### src/rtl/boot_pkg.sv
package boot_pkg;

    localparam logic [31:0] SYNC_WORD = 32'hAA99_5566;
    localparam logic [31:0] CRC_POLY  = 32'hEDB8_8320;

    typedef enum logic [2:0] {
        ST_SYNC = 3'd0,
        ST_ID   = 3'd1,
        ST_LEN  = 3'd2,
        ST_PAY  = 3'd3,
        ST_CRC  = 3'd4,
        ST_RUN  = 3'd5,
        ST_HALT = 3'd6
    } boot_st_e;

    typedef enum logic [2:0] {
        CAUSE_NONE = 3'd0,
        CAUSE_SYNC = 3'd1,
        CAUSE_ID   = 3'd2,
        CAUSE_CRC  = 3'd3,
        CAUSE_TMO  = 3'd4
    } boot_cause_e;

endpackage

### src/rtl/boot_crc32_step.sv
module boot_crc32_step
    import boot_pkg::*;
(
    input  logic [31:0] crc_in,
    input  logic [7:0]  data_in,
    output logic [31:0] crc_out
);
    logic [31:0] c;

    always_comb begin
        c = crc_in ^ {24'h0, data_in};
        for (int i = 0; i < 8; i++) begin
            c = c[0] ? ((c >> 1) ^ CRC_POLY) : (c >> 1);
        end
        crc_out = c;
    end
endmodule

### src/rtl/boot_sync_win.sv
module boot_sync_win
    import boot_pkg::*;
(
    input  logic [31:0] win_in,
    input  logic [7:0]  data_in,
    output logic [31:0] win_out,
    output logic        hit
);
    always_comb begin
        win_out = {win_in[23:0], data_in};
        hit     = (win_out == SYNC_WORD);
    end
endmodule

### src/rtl/boot_wdog.sv
module boot_wdog #(
    parameter int LIMIT = 64
) (
    input  logic clk,
    input  logic rst_n,
    input  logic waiting,
    output logic expired
);
    localparam int CW = $clog2(LIMIT + 1);

    logic [CW-1:0] cnt_d, cnt_q;

    always_comb begin
        expired = waiting && (cnt_q == CW'(LIMIT - 1));
        if (!waiting || expired) cnt_d = '0;
        else                     cnt_d = cnt_q + CW'(1);
    end

    always_ff @(posedge clk or negedge rst_n) begin
        if (!rst_n) cnt_q <= '0;
        else        cnt_q <= cnt_d;
    end
endmodule

### src/rtl/boot_image_sel.sv
module boot_image_sel
    import boot_pkg::*;
#(
    parameter int          ADDR_W      = 24,
    parameter logic [31:0] DEVICE_ID   = 32'h1C0D_E5A7,
    parameter int          SYNC_WIN    = 256,
    parameter int          TIMEOUT_CYC = 64
) (
    input  logic              clk,
    input  logic              rst_n,
    output logic              rd_req,
    output logic [ADDR_W-1:0] rd_addr,
    input  logic              rd_valid,
    input  logic [7:0]        rd_data,
    input  logic              reprog_pulse,
    input  logic              wb_wr_en,
    input  logic [ADDR_W-1:0] wb_wr_data,
    output logic              act_valid,
    output logic              act_update,
    output logic              boot_err,
    output logic [ADDR_W-1:0] stat_last_addr,
    output logic              stat_fallback,
    output logic [2:0]        stat_cause
);
    localparam int WIN_CW = $clog2(SYNC_WIN);

    typedef struct packed {
        boot_st_e          st;
        logic [ADDR_W-1:0] ptr;
        logic [ADDR_W-1:0] wb;
        logic [ADDR_W-1:0] last;
        logic              upd;
        logic              fb;
        boot_cause_e       cause;
        logic [WIN_CW-1:0] scnt;
        logic [1:0]        fcnt;
        logic [31:0]       win;
        logic [31:0]       fld;
        logic [31:0]       len;
        logic [31:0]       crc;
    } regs_t;

    localparam regs_t REGS_RST = '{
        st: ST_SYNC, ptr: '0, wb: '0, last: '0, upd: 1'b0, fb: 1'b0,
        cause: CAUSE_NONE, scnt: '0, fcnt: '0, win: '0, fld: '0,
        len: '0, crc: 32'hFFFF_FFFF
    };

    regs_t r_d, r_q;

    logic        reading;
    logic        take;
    logic        tmo;
    logic        hit;
    logic [31:0] win_nx;
    logic [31:0] crc_nx;
    logic [31:0] fld_sh;
    logic        fail;
    boot_cause_e fcause;

    function automatic regs_t restart(input regs_t r, input logic [ADDR_W-1:0] a);
        regs_t n;
        n      = r;
        n.st   = ST_SYNC;
        n.ptr  = a;
        n.last = a;
        n.scnt = '0;
        n.fcnt = '0;
        n.win  = '0;
        n.fld  = '0;
        n.len  = '0;
        n.crc  = 32'hFFFF_FFFF;
        return n;
    endfunction

    assign reading = (r_q.st == ST_SYNC) || (r_q.st == ST_ID) || (r_q.st == ST_LEN) ||
                     (r_q.st == ST_PAY)  || (r_q.st == ST_CRC);
    assign take    = reading && rd_valid;
    assign fld_sh  = {r_q.fld[23:0], rd_data};

    boot_sync_win u_sync (
        .win_in  (r_q.win),
        .data_in (rd_data),
        .win_out (win_nx),
        .hit     (hit)
    );

    boot_crc32_step u_crc (
        .crc_in  (r_q.crc),
        .data_in (rd_data),
        .crc_out (crc_nx)
    );

    boot_wdog #(.LIMIT(TIMEOUT_CYC)) u_wdog (
        .clk     (clk),
        .rst_n   (rst_n),
        .waiting (reading && !rd_valid),
        .expired (tmo)
    );

    always_comb begin
        r_d    = r_q;
        fail   = 1'b0;
        fcause = CAUSE_NONE;

        if (wb_wr_en) r_d.wb = wb_wr_data;
        if (take)     r_d.ptr = r_q.ptr + ADDR_W'(1);

        case (r_q.st)
            ST_SYNC: begin
                if (take) begin
                    r_d.win = win_nx;
                    if (hit) begin
                        r_d.st   = ST_ID;
                        r_d.fcnt = '0;
                    end else if (r_q.scnt == WIN_CW'(SYNC_WIN - 1)) begin
                        fail   = 1'b1;
                        fcause = CAUSE_SYNC;
                    end else begin
                        r_d.scnt = r_q.scnt + WIN_CW'(1);
                    end
                end
            end
            ST_ID: begin
                if (take) begin
                    r_d.fld  = fld_sh;
                    r_d.fcnt = r_q.fcnt + 2'd1;
                    if (r_q.fcnt == 2'd3) begin
                        if (fld_sh != DEVICE_ID) begin
                            fail   = 1'b1;
                            fcause = CAUSE_ID;
                        end else begin
                            r_d.st = ST_LEN;
                        end
                    end
                end
            end
            ST_LEN: begin
                if (take) begin
                    r_d.fld  = fld_sh;
                    r_d.fcnt = r_q.fcnt + 2'd1;
                    if (r_q.fcnt == 2'd3) begin
                        r_d.len = fld_sh;
                        r_d.st  = (fld_sh == 32'd0) ? ST_CRC : ST_PAY;
                    end
                end
            end
            ST_PAY: begin
                if (take) begin
                    r_d.crc = crc_nx;
                    r_d.len = r_q.len - 32'd1;
                    if (r_q.len == 32'd1) r_d.st = ST_CRC;
                end
            end
            ST_CRC: begin
                if (take) begin
                    r_d.fld  = fld_sh;
                    r_d.fcnt = r_q.fcnt + 2'd1;
                    if (r_q.fcnt == 2'd3) begin
                        if (fld_sh == ~r_q.crc) begin
                            r_d.st = ST_RUN;
                        end else begin
                            fail   = 1'b1;
                            fcause = CAUSE_CRC;
                        end
                    end
                end
            end
            ST_RUN: begin
                if (reprog_pulse) begin
                    r_d     = restart(r_d, r_q.wb);
                    r_d.upd = 1'b1;
                end
            end
            default: begin
                r_d.st = ST_HALT;
            end
        endcase

        if (reading && tmo) begin
            fail   = 1'b1;
            fcause = CAUSE_TMO;
        end

        if (fail) begin
            r_d.cause = fcause;
            if (r_q.upd && !r_q.fb) begin
                r_d     = restart(r_d, '0);
                r_d.fb  = 1'b1;
                r_d.upd = 1'b0;
            end else begin
                r_d.st = ST_HALT;
            end
        end
    end

    always_ff @(posedge clk or negedge rst_n) begin
        if (!rst_n) r_q <= REGS_RST;
        else        r_q <= r_d;
    end

    assign rd_req         = reading;
    assign rd_addr        = r_q.ptr;
    assign act_valid      = (r_q.st == ST_RUN);
    assign act_update     = (r_q.st == ST_RUN) && r_q.upd;
    assign boot_err       = (r_q.st == ST_HALT);
    assign stat_last_addr = r_q.last;
    assign stat_fallback  = r_q.fb;
    assign stat_cause     = r_q.cause;

endmodule

### config.mk
export PLATFORM = sky130hd
export DESIGN_NAME = boot_image_sel
export DESIGN_NICKNAME = d
export VERILOG_FILES = /design/src/rtl/boot_pkg.sv /design/src/rtl/boot_crc32_step.sv /design/src/rtl/boot_sync_win.sv /design/src/rtl/boot_wdog.sv /design/src/rtl/boot_image_sel.sv
export SDC_FILE = /design/constraint.sdc
export NUM_CORES = 1
export LEC_CHECK = 0
export BUFFER_PORTS_ARGS = -buffer_cell sky130_fd_sc_hd__buf_2
export CAP_MARGIN = 15
export CORE_MARGIN = 2
export CORE_UTILIZATION = 60
export CTS_CLUSTER_SIZE = 28
export DETAILED_ROUTE_END_ITERATION = 7
export GPL_ROUTABILITY_DRIVEN = 0
export GPL_TIMING_DRIVEN = 0
export MAX_ROUTING_LAYER = met4
export PLACE_DENSITY = 0.8
export SLEW_MARGIN = 25
export SYNTH_ARGS = -nofsm -noshare
export SYNTH_HDL_FRONTEND = slang
export SYNTH_SLANG_ARGS = --single-unit
### constraint.sdc
create_clock -name clk -period 6.9 [get_ports clk]
set_input_delay 1.38 -clock clk [delete_from_list [all_inputs] [get_ports clk]]
set_output_delay 1.38 -clock clk [all_outputs]
set_load 0.005 [all_outputs]
==> results.toml, run 1 <==
[run_status]
status = "complete, no violations"

[synthesis]
synthArstFlopShare = 1.00
avgSynthCellArea_um2 = 9.39
ys.flop_type = "dfrtp_1"
synth-seq-cells = 209
yosysWarnings = 0
synth_cell_types = 71
syn_nets = 1287
syn_area_um2 = 11700
synth_edf_count = 0
seq_area_frac_synth = 0.452
synthesis.instances = 1242

[drt]
wirelength_mm = 33.2
avgRoutedWirePerCell_um = 20.3
drt_iter0_markers = 1014
vias = 10200
drt.antenna.violating_nets = 0
viasPerCell = 6.26
drc = 0
dr.pass1.iters = 7

[sta]
fin_crit_ns = 4.39
hold_viol = 0
drv_slew = 0
max_slew_margin = 0.311
fin_setup_tns_ns = 0
fin_skew_ns = 0.00752
setup-violations-final = 0
rsz0062_at_grt = "false"
worst_pin_slew_ns = 1.03
clock.fmax_mhz = 228
timing.final.crit_share = 0.636

[cts]
cts_resized = 0
ctsHoldBuffers = 0
cts_max_level = 1
cts_max_path_buffers = 3
clkSlewWorstSetupHoldPaths_ns = 0.06
root_buffer = "clkbuf_16"
clk_latency_ns = 0.52
postCtsSetupRepairBufs = 0
clock-sinks = 209
cts_buffers = 23
cts_tree = "done"

[critical_path]
critPathMaxStageDelay_ns = 0.94
arrival_ns = 4.77
end_kind = "register"
required_ns = 7.29
cpMaxStageDelayCell = "xnor2_1"
path_class = "in2reg"
cp_max_fo = 11
cp-start-kind = "input pin"
path_cells = "clkbuf_1 > xnor2_1 > inv_1 > ha_1 > nand3_1 > nor4_1 > a2111o_1 > a221oi_2 > buf_4 > buf_2 > a21oi_1"
regToRegSetupSlack_ns = 3.49

[placement]
port_buffers = 87
placed_area_um2 = 12500
post-dp-hpwl_mm = 22.9

[die]
die_h_um = 143
core_um2 = 18900
fp-row-count = 50
die_area_um2 = 20600
initial_core_util = 0.617
io_pins = 93
die_w_um = 143

[power]
leakage_uw = 0.00618
peakVddDrop_mv = 0.198
p_per_area_nw_per_um2 = 207

[cells_and_area]
fin_nets = 1401
layout_common_cells = "dfrtp_1 (177), nand2_1 (168), buf_2 (108), nor2_1 (102), a21oi_1 (87)"
postLayoutCoreUtil = 0.702
fin_area_um2 = 13300
area_growth_pct = 13.7
drive_above_1_share = 0.205
final_common_cell = "dfrtp_1"

[global_route]
antenna_found_initial = 0
grtUsageTotal = 0.333
grt_pass1_vias = 9727
grt-ovfl-total = 0
grt_pass1_wl_mm = 51.9
grt_max_degree = 95

[flow_run]
maxCapViolCount = 0

[hold_path]
hp-class = "reg2reg"
routing by layer:
metal	vias up	GRT usage	routed length [um]
met3	92	0.0666	3040
met1	5006	0.466	13800
met4	0	0.109	1150
met5	-	-	0
met2	513	0.490	15200
li1	4598	-	-
state kept, by name, summed over array words and instances, names as in the netlist:
register / cells
r_q: 126
stat_cause: 3
fld_sh: 24
stat_fallback: 1
u_wdog.cnt_q: 7
stat_last_addr: 24
rd_addr: 24
power by group:
part / leakage [uW] / total (uW) / switching [uW] / internal, uW
Sequential: 0.00269 / 1280 / 27.8 / 1250
Clock: 0.000360 / 1250 / 500 / 748
Combinational: 0.00313 / 213 / 114 / 99.0
Total: 0.00618 / 2740 / 642 / 2100
worst max-delay path: cells and delay by family:
family / cells / cell delay [ns]
adders and majority gates: 1 / 0.27
xor gates and xnor gates: 1 / 0.94
buffers and inverters: 4 / 1.06
AOI/OAI and AO/OA: 3 / 0.97
and+or+nand+nor: 2 / 0.16
per-stage QoR:
stage / setup WS [ns] / power (uW) / hold slack (ns) / std cells
after floorplan: 3.04 / 1430 / 0.424 / 1242
after global placement: 0.943 / 1500 / 0.439 / 1589
after detailed placement: 2.02 / 1510 / 0.449 / 1591
after CTS: 2.56 / 2750 / 0.457 / 1631
after global routing: 2.37 / 2830 / 0.479 / 1631
final: 2.51 / 2740 / 0.453 / 1632
worst paths after layout:
kind,depth (start not counted),end,startpoint
max in group asynchronous,2,rd_addr[17]$_DFF_PN0_,rst_n
worst max-delay path,11,rd_addr[11]$_DFF_PN0_,rd_data[5]
worst min register to register,1,u_wdog.cnt_q[0]$_DFF_PN0_,u_wdog.cnt_q[0]$_DFF_PN0_
min in group asynchronous,1,r_q[38]$_DFF_PN0_,rst_n
worst min-delay path,1,u_wdog.cnt_q[0]$_DFF_PN0_,u_wdog.cnt_q[0]$_DFF_PN0_
worst max register to register,10,rd_addr[11]$_DFF_PN0_,r_q[5]$_DFF_PN1_
cells by family (layout without fill, tap and decap cells):
kind of cell	Yosys count	in the layout	synth area share
buffers and inverters	139	268	0.0652
flip-flops	209	209	0.452
other	0	1	0
AO/OA/AOI/OAI	256	256	0.143
AND/OR/NAND/NOR	471	471	0.195
multiplexers	27	27	0.0259
adder cells (fa/ha/maj)	8	8	0.00858
XOR/XNOR	132	132	0.110
cell usage after synthesis (all sizes together) (4+ instances only):
library cell,count,area [um^2]
inv,13,48.8
o31ai,4,30.0
buf,78,531
nor4,24,178
mux2,25,282
a21oi,87,435
or3,9,56.3
or4,10,75.1
a222oi,10,100
nand2,168,631
clkbuf,47,178
xnor2,63,589
ha,8,100
a221oi,6,58.8
a41oi,4,35.0
nor4bb,5,50.1
o21ai,32,160
nor2,102,383
and3,12,75.1
a211oi,17,128
xor2,64,583
and4,6,52.6
and2,9,56.3
dfstp,32,841
nand2b,8,50.1
nand4,23,144
nor3,29,155
a31oi,18,113
dfrtp,177,4430
a22oi,31,233
nor2b,4,25.0
nand3,51,255
o22ai,19,119
cell type report:
type,count,area [um^2]
multi-input combinational,894,5650
buffer,125,708
antenna,1,2.50
inverter,14,52.6
clock buffer,33,633
fill,1478,5630
clock inverter,7,115
tap,260,325
sequential,209,5270
timing repair buffer,89,500
Power figures use the tool's default switching activity.
==> run 2, diff against run 1 <==
--- a/config.mk
+++ b/config.mk
@@ -8,13 +8,13 @@
 export BUFFER_PORTS_ARGS = -buffer_cell sky130_fd_sc_hd__buf_2
 export CAP_MARGIN = 15
 export CORE_MARGIN = 2
-export CORE_UTILIZATION = 60
+export CORE_UTILIZATION = 55
 export CTS_CLUSTER_SIZE = 28
 export DETAILED_ROUTE_END_ITERATION = 7
 export GPL_ROUTABILITY_DRIVEN = 0
 export GPL_TIMING_DRIVEN = 0
 export MAX_ROUTING_LAYER = met4
-export PLACE_DENSITY = 0.8
+export PLACE_DENSITY = 0.77
 export SLEW_MARGIN = 25
 export SYNTH_ARGS = -nofsm -noshare
 export SYNTH_HDL_FRONTEND = slang
==> constraint.sdc (replaced) <==
create_clock -name clk -period 3.6 [get_ports clk]
set_input_delay 0.72 -clock clk [delete_from_list [all_inputs] [get_ports clk]]
set_output_delay 0.72 -clock clk [all_outputs]
set_load 0.005 [all_outputs]
==> results.toml, run 2 (synthesized netlist as in run 1, its figures left out) <==
[cells_and_area]
layout_common_cells = "dfrtp_1 (177), nand2_1 (168), buf_2 (108), nor2_1 (102), a21oi_1 (87)"
area_growth_pct = 14.8
final_common_cell = "dfrtp_1"
largest_reg_flops = 126
antenna_cells = 0
seq_area_um2 = 5270
drive_above_1_share = 0.210
n_fill_cell = 1722
final_cells = 1649
regMostFlops = "r_q"
fin_area_um2 = 13400
multi_input_area_um2 = 5650
fin_nets = 1402

[drt]
viasPerCell = 6.14
vias = 10100
drc = 0
avgRoutedWirePerCell_um = 20.0
drt.antenna.violating_nets = 0
wirelength_mm = 33.0
dr.pass1.iters = 8
drt_iter0_markers = 1039

[power]
power.total_uw = 5500
power.switching_uw = 1280
power.share.sequential = 0.447
p_per_area_nw_per_um2 = 411
combPwrFrac = 0.074
p_clk_frac = 0.479
p_int_uw = 4220
peakVddDrop_mv = 0.429
leakage_uw = 0.00623
switching_share = 0.233

[cts]
clock-sinks = 209
clk_latency_ns = 0.53
root_buffer = "clkbuf_16"
cts_max_path_buffers = 3
cts_tree = "done"
ctsHoldBuffers = 0
cts_buffers = 24
postCtsSetupRepairBufs = 0
clkSlewWorstSetupHoldPaths_ns = 0.06
cts_max_level = 1

[global_route]
use_met2 = 0.467
grtUsageTotal = 0.305
grt-ovfl-total = 0
grt_pass1_wl_mm = 52.4
grt_pass1_vias = 9799
grt_max_degree = 92
grtUsageMet1 = 0.411
top_usage_layer = "met2"
antenna_found_initial = 0
met3_usage = 0.0582

[critical_path]
required_ns = 3.98
cp-start-kind = "input pin"
path_class = "in2reg"
cp_max_fo = 10
arrival_ns = 3.75
end_kind = "register"

[sta]
hold_viol = 0
max_slew_margin = 0.303
fin_setup_tns_ns = 0
final.setup.worst_slack_ns = 0.231
rsz0062_at_grt = "false"
drv_slew = 0
worst_pin_slew_ns = 1.04
setup-violations-final = 0
fin_crit_ns = 3.37
clock.fmax_mhz = 297
fin_skew_ns = 0.0228
timing.final.crit_share = 0.936

[die]
die_w_um = 150
fp-row-count = 53
io_pins = 93
die_h_um = 150
die_area_um2 = 22400
initial_core_util = 0.558
core_um2 = 20900

[placement]
port_buffers = 87
post-place-cells = 1606
placed_area_um2 = 12500
post-dp-hpwl_mm = 22.7
post-place-ws_ns = -0.571

[hold_path]
hp-class = "in2async"

[flow_run]
maxCapViolCount = 0

[run_status]
status = "complete, no violations"
==> run 2: changes by cell type in the layout (fill, tap and decap cells not counted), sizes merged <==
cell | before | now
bufinv | 3 | 4
clkinvlp | 1 | 3
diode | 1 | 0
==> run 2: cell type report <==
| type | instances | share of cell area |
|---|---|---|
| multi-input combinational | 894 | 0.422 |
| sequential | 209 | 0.394 |
| buffer | 125 | 0.0529 |
| clock buffer | 33 | 0.0511 |
| timing repair buffer | 89 | 0.0374 |
| tap | 275 | 0.0257 |
| clock inverter | 10 | 0.0129 |
| inverter | 14 | 0.00393 |
==> run 2: per-layer routing <==
metal  vias to the layer above  wire length [um]
li1                       4611                 -
met5                         -                 0
met4                         0              1140
met1                      4936             14000
met3                        91              2720
met2                       483             15200
==> run 2: worst paths after layout <==
path	from	end	slack, ns	cells past startpoint
hold / removal	rst_n	r_q[54]$_DFF_PN0_	0.09	1
max in group asynchronous	rst_n	stat_last_addr[16]$_DFF_PN0_	2.74	2
setup / recovery	rd_data[5]	rd_addr[6]$_DFF_PN0_	0.23	11
min in group clk	wb_wr_data[21]	r_q[188]$_DFFE_PN0P_	0.42	2
hold reg to reg	u_wdog.cnt_q[0]$_DFF_PN0_	u_wdog.cnt_q[0]$_DFF_PN0_	0.45	1
setup reg to reg	r_q[4]$_DFF_PN1_	rd_addr[6]$_DFF_PN0_	0.35	10
==> run 2: stage by stage <==
step | hold WS (ns) | util
after floorplan | 0.424 | -
after global placement | 0.437 | 0.596
after detailed placement | 0.447 | 0.599
after CTS | 0.0852 | 0.640
after global routing | 0.106 | 0.641
final | 0.0881 | 0.641
==> run 2: repair_timing <==
action                                  4_1_cts  5_1_grt
hold endpoints to repair                      0        0
resized for setup                             1        0
endpoints found under the setup margin       53        0
==> run 2: power by group through the flow <==
| stage | combinational (uW) | clock (uW) | sequential [uW] |
|---|---|---|---|
| 6_report | 408 | 2630 | 2460 |
| 4_1_cts | 409 | 2650 | 2460 |
| 3_3_place_gp | 388 | 0 | 2500 |
| 2_1_floorplan | 272 | 0 | 2480 |
| 5_1_grt | 441 | 2760 | 2460 |
| 3_5_place_dp | 404 | 0 | 2500 |
==> run 2: critical path, cell delays in order <==
cell,delay (ns)
clkbuf_1,0.30
xnor2_2,0.62
inv_1,0.10
ha_1,0.24
nand3_1,0.10
nor4_1,0.07
a2111o_1,0.51
a221oi_2,0.39
buf_4,0.29
buf_2,0.31
a21oi_1,0.08
